<file path="src/rtl/updn_cnt_pkg.sv">
package updn_cnt_pkg;

   typedef enum logic [2:0] {
      OP_HOLD,
      OP_CLEAR,
      OP_LOAD,
      OP_INC,
      OP_DEC,
      OP_FAULT
   } cnt_op_e;

   function automatic cnt_op_e select_op(
      input logic clr,
      input logic ld_n,
      input logic up_ev,
      input logic dn_ev,
      input logic up_lvl,
      input logic dn_lvl
   );
      if (clr)                                  return OP_CLEAR;
      else if (!ld_n)                           return OP_LOAD;
      else if ((up_ev && dn_ev) || (!up_lvl && !dn_lvl)) return OP_FAULT;
      else if (up_ev)                           return OP_INC;
      else if (dn_ev)                           return OP_DEC;
      else                                      return OP_HOLD;
   endfunction

endpackage

</file>
<file path="src/rtl/updn_sync.sv">
module updn_sync #(
   parameter int              W       = 1,
   parameter int              STAGES  = 2,
   parameter logic [W-1:0]    RST_VAL = '0
) (
   input  logic         clk,
   input  logic         rst_n,
   input  logic [W-1:0] async_i,
   output logic [W-1:0] sync_o
);
   generate
      if (STAGES < 2) begin : g_bad_depth
         $error("updn_sync: STAGES must be at least 2");
      end
   endgenerate

   logic [W-1:0] stg [STAGES];

   generate
      for (genvar s = 0; s < STAGES; s++) begin : g_stage
         always_ff @(posedge clk or negedge rst_n) begin
            if (!rst_n) begin
               stg[s] <= RST_VAL;
            end else if (s == 0) begin
               stg[s] <= async_i;
            end else begin
               stg[s] <= stg[(s == 0) ? 0 : s-1];
            end
         end
      end
   endgenerate

   assign sync_o = stg[STAGES-1];
endmodule

</file>
<file path="src/rtl/updn_edge.sv">
module updn_edge #(
   parameter int           W       = 2,
   parameter logic [W-1:0] RST_VAL = '1
) (
   input  logic         clk,
   input  logic         rst_n,
   input  logic [W-1:0] lvl_i,
   output logic [W-1:0] rise_o
);
   logic [W-1:0] prev_q;

   always_ff @(posedge clk or negedge rst_n) begin
      if (!rst_n) prev_q <= RST_VAL;
      else        prev_q <= lvl_i;
   end

   generate
      for (genvar b = 0; b < W; b++) begin : g_bit
         assign rise_o[b] = lvl_i[b] & ~prev_q[b];
      end
   endgenerate
endmodule

</file>
<file path="src/rtl/updn_count_core.sv">
module updn_count_core
   import updn_cnt_pkg::*;
#(
   parameter int WIDTH = 4
) (
   input  logic             clk,
   input  logic             rst_n,
   input  logic             clr_i,
   input  logic             ld_n_i,
   input  logic [WIDTH-1:0] data_i,
   input  logic             up_lvl_i,
   input  logic             dn_lvl_i,
   input  logic             up_ev_i,
   input  logic             dn_ev_i,
   output logic [WIDTH-1:0] count_o,
   output logic             carry_n_o,
   output logic             borrow_n_o,
   output logic             err_o
);
   localparam logic [WIDTH-1:0] ALL_ONES = {WIDTH{1'b1}};
   localparam logic [WIDTH-1:0] ONE      = WIDTH'(1);

   cnt_op_e          op;
   logic [WIDTH-1:0] cnt_q;
   logic [WIDTH-1:0] cnt_d;
   logic             fault_q;
   logic             err_q;
   logic             is_fault;

   assign op       = select_op(clr_i, ld_n_i, up_ev_i, dn_ev_i, up_lvl_i, dn_lvl_i);
   assign is_fault = (op == OP_FAULT);

   always_comb begin
      unique case (op)
         OP_CLEAR: cnt_d = '0;
         OP_LOAD:  cnt_d = data_i;
         OP_INC:   cnt_d = cnt_q + ONE;
         OP_DEC:   cnt_d = cnt_q - ONE;
         default:  cnt_d = cnt_q;
      endcase
   end

   always_ff @(posedge clk or negedge rst_n) begin
      if (!rst_n) begin
         cnt_q   <= '0;
         fault_q <= 1'b0;
         err_q   <= 1'b0;
      end else begin
         cnt_q   <= cnt_d;
         fault_q <= is_fault;
         err_q   <= is_fault & ~fault_q;
      end
   end

   assign count_o    = cnt_q;
   assign err_o      = err_q;
   assign carry_n_o  = ~((cnt_q == ALL_ONES) & ~up_lvl_i);
   assign borrow_n_o = ~((cnt_q == '0) & ~dn_lvl_i);
endmodule

</file>
<file path="src/rtl/updn_chain_counter.sv">
module updn_chain_counter #(
   parameter int WIDTH       = 4,
   parameter int SYNC_STAGES = 2
) (
   input  logic             clk,
   input  logic             rst_n,
   input  logic             cnt_up_i,
   input  logic             cnt_dn_i,
   input  logic             load_n_i,
   input  logic             clr_i,
   input  logic [WIDTH-1:0] data_i,
   output logic [WIDTH-1:0] count_o,
   output logic             carry_n_o,
   output logic             borrow_n_o,
   output logic             err_o
);
   localparam int CTRL_W = 4;
   localparam logic [CTRL_W-1:0] CTRL_RST = 4'b0111; // {clr, ld_n, dn, up}

   generate
      if (WIDTH < 1) begin : g_bad_width
         $error("updn_chain_counter: WIDTH must be at least 1");
      end
   endgenerate

   logic [CTRL_W-1:0] ctrl_s;
   logic [WIDTH-1:0]  data_s;
   logic              clr_s, ld_n_s, up_s, dn_s;
   logic [1:0]        rise;
   logic              up_ev, dn_ev;

   updn_sync #(.W(CTRL_W), .STAGES(SYNC_STAGES), .RST_VAL(CTRL_RST)) u_ctrl_sync (
      .clk     (clk),
      .rst_n   (rst_n),
      .async_i ({clr_i, load_n_i, cnt_dn_i, cnt_up_i}),
      .sync_o  (ctrl_s)
   );

   updn_sync #(.W(WIDTH), .STAGES(SYNC_STAGES), .RST_VAL('0)) u_data_sync (
      .clk     (clk),
      .rst_n   (rst_n),
      .async_i (data_i),
      .sync_o  (data_s)
   );

   assign up_s   = ctrl_s[0];
   assign dn_s   = ctrl_s[1];
   assign ld_n_s = ctrl_s[2];
   assign clr_s  = ctrl_s[3];

   updn_edge #(.W(2), .RST_VAL(2'b11)) u_edge (
      .clk    (clk),
      .rst_n  (rst_n),
      .lvl_i  ({dn_s, up_s}),
      .rise_o (rise)
   );

   assign up_ev = rise[0];
   assign dn_ev = rise[1];

   updn_count_core #(.WIDTH(WIDTH)) u_core (
      .clk        (clk),
      .rst_n      (rst_n),
      .clr_i      (clr_s),
      .ld_n_i     (ld_n_s),
      .data_i     (data_s),
      .up_lvl_i   (up_s),
      .dn_lvl_i   (dn_s),
      .up_ev_i    (up_ev),
      .dn_ev_i    (dn_ev),
      .count_o    (count_o),
      .carry_n_o  (carry_n_o),
      .borrow_n_o (borrow_n_o),
      .err_o      (err_o)
   );
endmodule

</file>
<file path="config.mk">
export PLATFORM = sky130hd
export DESIGN_NAME = updn_chain_counter
export DESIGN_NICKNAME = d
export VERILOG_FILES = /design/src/rtl/updn_cnt_pkg.sv /design/src/rtl/updn_sync.sv /design/src/rtl/updn_edge.sv /design/src/rtl/updn_count_core.sv /design/src/rtl/updn_chain_counter.sv
export SDC_FILE = /design/constraint.sdc
export NUM_CORES = 1
export LEC_CHECK = 0
export ABC_AREA = 1
export BUFFER_PORTS_ARGS = -buffer_cell sky130_fd_sc_hd__buf_4
export CORE_UTILIZATION = 56
export DETAILED_ROUTE_END_ITERATION = 8
export GPL_TIMING_DRIVEN = 0
export PLACE_DENSITY = 0.8
export SYNTH_ARGS = -nofsm -noshare
export SYNTH_HDL_FRONTEND = slang
export SYNTH_SLANG_ARGS = --single-unit
export TNS_END_PERCENT = 1
</file>
<file path="constraint.sdc">
create_clock -name clk -period 4.2 [get_ports clk]
set_input_delay 0.42 -clock clk [delete_from_list [all_inputs] [get_ports clk]]
set_output_delay 0.42 -clock clk [all_outputs]
set_load 0.02 [all_outputs]
</file>
## Word level (Yosys, flattened, before mapping)

Index checks and enable logic that the tools add are counted.

| cells by class | value |
|---|---|
| add/sub/neg operators | 2 |
| $mul | 0 |
| divide/modulo/power cells | 0 |
| magnitude comparators | 0 |
| equal/unequal tests | 6 |
| shifts and indexed selects | 0 |
| muxes and demuxes | 6 |
| bitwise operators | 12 |
| reduce and logical (&&, ||, !) cells | 7 |

Operators with widths:

| kind | count |
|---|---|
| 4-bit one-hot mux with 4 select lines | 1 |
| 3-bit 2-to-1 mux | 5 |
| 1-bit NOT | 7 |
| 3-bit by 2-bit == test with 1-bit output, second input constant | 2 |
| 3-bit == test, second input constant | 2 |
| 1-bit bitwise AND | 5 |
| 4-bit by 1-bit adder with 4-bit output, second input constant | 1 |
| 4-bit == test, second input constant | 1 |
| 4-bit logical NOT | 1 |
| 4-bit nonzero test | 1 |
| 4-bit by 1-bit subtractor with 4-bit output, second input constant | 1 |
| 3-bit by 1-bit == test with 1-bit output, second input constant | 1 |
| 1-bit logical AND | 2 |
| 1-bit logical NOT | 2 |
| 1-bit logical OR | 1 |

| storage, ports and cells | value |
|---|---|
| flip-flop bits (word level) | 24 |
| bits in latches | 0 |
| bits in writable memories | 0 |
| bits in read-only memories | 0 |
| input bits | 10 |
| output and inout bits | 7 |
| logic and storage cells | 41 |
| memories kept | 0 |

## Depth between registers and ports, before layout

| depth | value |
|---|---|
| depth in word-level cells | 9 |
| mapped depth | 12 |
| depth with buffers taken out | 12 |

## Modules after synthesis

Synthesis repeated with hierarchy kept, for this count alone.

| second synthesis, totals | value |
|---|---|
| cell total of the unflattened synthesis | 94 |
| area, all modules | 1038.5 µm² |

Modules (own cells, without submodules):

| module | instances | cells each | area an instance (µm²) |
|---|---|---|---|
| updn_count_core | 1 | 64 | 498.0 |
| updn_sync at u_ctrl_sync | 1 | 12 | 237.7 |
| updn_sync at u_data_sync | 1 | 12 | 230.2 |
| updn_edge | 1 | 6 | 72.6 |

## Least setup slack after synthesis

No wires, ideal clock.

| path | value |
|---|---|
| kind | register to register |
| start point | register u_ctrl_sync.stg, in the netlist u_ctrl_sync.sync_o[2] |
| end point | register u_core.cnt_q[3], in the netlist u_core.count_o[3] |
| setup time | 127 ps |
| data arrival time | 1662 ps |
| required time | 4073 ps |
| setup slack | 2410 ps |
| cell stages (with the launch flop) | 12 |
| path buffers | 0 |
| clock period less this slack | 1790 ps |
| cells stage by stage | dfstp_2 > nand2_4 > inv_2 > nand3_2 > nor2_2 > ha_1 > nand3_1 > nand3_1 > nand2_1 > nand2_1 > a21oi_1 > nand3_1 |

| on the way | value |
|---|---|
| word-level cells in the longest chain between the ends | 4 |

Ends and longest elaborated chain:

| element | RTL line | text |
|---|---|---|
| start, declared | updn_sync.sv:17 | `logic [W-1:0] stg [STAGES];` |
| start signal, assigned by index | updn_sync.sv:25 | `stg[s] <= async_i;` |
| start signal, assigned by index | updn_sync.sv:27 | `stg[s] <= stg[(s == 0) ? 0 : s-1];` |
| 3-bit 2-to-1 mux (*) | updn_cnt_pkg.sv:21 | `else if (!ld_n) return OP_LOAD;` |
| 3-bit 2-to-1 mux (*) | updn_cnt_pkg.sv:20 | `if (clr) return OP_CLEAR;` |
| 3-bit == test (tied with other cells) | updn_count_core.sv:34 | `unique case (op)` |
| 4-bit one-hot mux with 4 select lines or 4-bit nonzero test (tied branches) | n/a |  |
| end signal, assigned | updn_count_core.sv:49 | `cnt_q <= cnt_d;` |
| end, declared | updn_count_core.sv:24 | `logic [WIDTH-1:0] cnt_q;` |

Every way passes the cells marked *; elsewhere a longest branch is shown, timed or not.
A chain may end at the register's enable or synchronous reset.

## Worst setup path after layout

Same ends and word-level chain as after synthesis.

==> metrics.txt <==
Top cell by count, worst path nand3_1; Primary FF master, synth dfrtp_1; DRC Markers 0; global-route wire length before repair ~2.4 mm; antenna-violating nets left 0; CP Class reg -> reg; ys async rst share 100%; Cells after Synth just over 80; Die H around 43 um; HPWL after detailed placement around 1.1 mm; Yosys warnings 0; Yosys reg bits 24; worst min path class in -> reg; min cycle time layout slightly below 2000 ps; DR vias roughly 640; CP Data Arrival Time between 2000 and 2500 ps; setup TNS 0 ps; std cell rows 14; worst slew pin tran ~280 ps; syn_nets 94; layout cell share with drive strength beyond 1 39.2%; Slowest-stage cell, CP dfstp_2; final setup margin ~2200 ps; Max Slew Vio Count 0; TritonCTS clock tree done; Seq/Total Area, Yosys between 60% and 70%; status finished, final reports clean; Worst Setup Start Kind register; die width ~43 um; Post-Syn Area about 940 um^2; initial core utilization approximately three fifths; Area Overhead vs Synth 19.8%; Max Cap Viol 0; I/O pin total 17; Initial DRC Count 4; Critical Path, Cell by Cell nand2_4 -> inv_2 -> nand3_2 -> nor2_2 -> ha_1 -> nand3_1 -> nand3_1 -> nand2_1 -> nand2_1 -> a21oi_1 -> nand3_1; f_max 510 MHz; final wirelength ~1.3 mm; input/output buffers 16; core box area roughly 1500 um^2; final period utilization a little under half; P_leak ~0.56 nW; top post-synthesis cells by count dfrtp_1, nand2_1, dfstp_2, nand3_1, nand4_1; Critical Path Fanout Max 5; clk_lat worst skew roughly 300 ps; vias per inst 5.43; htree depth 1; number of global-route vias before repair 605; CTS sink cnt 24; grt ovf 0; power per cell area around 370 nW/um^2; total CTS buffers 3; largest area contributor in the netlist dfrtp_1; diodes inserted 0; Fin. Hold Viols 0; Post-synth EDFFs 0; VDD IR max 261 uV; nets between 100 and 150; Resized cells post-CTS 0; Avg Cell Area, Syn between 10 and 15 um^2; Slew HR approximately four fifths; RePlAce Congestion approximately 0.86; CTS root buf clkbuf_4; synth top area cells dfrtp_1, dfstp_2, nand2_1; CTS Buffer Depth 2; pin count of the biggest net entering global routing 25; WP buf/inv 1; Crit path largest cell delay between 500 and 600 ps; Clock Skews approximately 4.4 ps; CP top delay family simple AND/OR/NAND/NOR gates; Final Setup Violations 0; pre-CTS setup slack approximately 2200 ps; total track usage between 10% and 20%; post-synth top area share between 40% and 50%; die footprint between 1500 and 2000 um^2; CP required about 4400 ps; CP endpoint kind register; most frequent cell after synthesis dfrtp_1; DR pass1 iterations 4; synth unique cells 20; antenna violations before repair 0; post-DR wirelength/cell about 11 um; RSZ-0062 raised after global routing false; clock-pin slew on the worst setup and hold paths 120 ps
[layout by cell type, fill, tap and decap left out, drive strengths merged]
cell type    instances
a21oi                1
buf                 16
clkbuf               4
dfrtp               16
dfstp                8
dlygate4sd3          1
fa                   1
ha                   2
inv                  9
nand2               16
nand3               10
nand4                6
nor2                 6
nor3                 2
nor3b                1
o21ai                1
o21bai               1
xor2                 1
[metrics by stage]
step | power [mW] | hold WS (ps) | std cells | instance area, um^2 | utilization, %
2_1_floorplan | 0.287 | 124 | 81 | 943 | -
3_3_place_gp | 0.309 | 321 | 113 | 1080 | 70.3
3_5_place_dp | 0.312 | 326 | 113 | 1080 | 70.3
4_1_cts | 0.426 | 201 | 118 | 1130 | 73.3
5_1_grt | 0.443 | 184 | 118 | 1130 | 73.3
6_report | 0.420 | 212 | 118 | 1130 | 73.3
[state kept, by name, summed over array words and instances, names as in the netlist]
name / flops
u_edge.prev_q: 2
u_data_sync.sync_o: 4
u_ctrl_sync.sync_o: 4
u_core.count_o: 4
u_data_sync.stg: 4
u_ctrl_sync.stg: 4
u_core.err_o: 1
u_core.fault_q: 1
[worst paths after layout]
kind | cells past startpoint | end | slack [ps] | start
max | 11 | u_core.count_o[3]$_DFFE_PN0P_ | 2240 | u_ctrl_sync.sync_o[2]$_DFF_PN1_
min | 1 | u_ctrl_sync.stg[4]$_DFF_PN1_ | 210 | cnt_up_i
max reg2reg | 11 | u_core.count_o[3]$_DFFE_PN0P_ | 2240 | u_ctrl_sync.sync_o[2]$_DFF_PN1_
min reg2reg | 0 | u_data_sync.sync_o[2]$_DFF_PN0_ | 360 | u_data_sync.stg[6]$_DFF_PN0_
max in group asynchronous | 2 | u_ctrl_sync.stg[6]$_DFF_PN1_ | 3390 | rst_n
min in group asynchronous | 2 | u_core.fault_q$_DFF_PN0_ | 530 | rst_n
[kinds of logic after synthesis]
| group | Yosys count | synth area share (%) |
|---|---|---|
| DFF | 24 | 64.7 |
| AOI/OAI and AO/OA | 3 | 3.45 |
| adders and majority gates | 3 | 4.77 |
| xor gates and xnor gates | 1 | 0.929 |
| and+or+nand+nor | 41 | 22.5 |
| buffers and inverters | 9 | 3.58 |
[layer usage]
metal | vias up | wire [um] | global-route usage (%)
met5 | - | 0 | 0
met4 | 0 | 5 | 7.27
met3 | 2 | 63 | 3.83
met2 | 17 | 713 | 33.6
met1 | 312 | 567 | 21.4
li1 | 310 | - | -
[cell type report]
cell class | instances | area, um^2
flip-flops and latches | 24 | 611
repair buffers | 17 | 130
fillers | 113 | 412
well taps | 16 | 20.0
multi-input cells | 48 | 299
clock buffers | 4 | 36.3
inverters | 9 | 33.8
[where the power goes]
part           internal, mW  total [mW]  switching, mW
registers             0.247       0.257        0.00998
logic                0.0219      0.0502         0.0282
clock network        0.0528       0.113         0.0601
[repair_timing]
item                                    CTS  global route
endpoints found under the setup margin    0             0
hold buffers                              1             0
hold endpoints to repair                 16             0
buffers inserted                          0             0
Power figures use the tool's default switching activity.
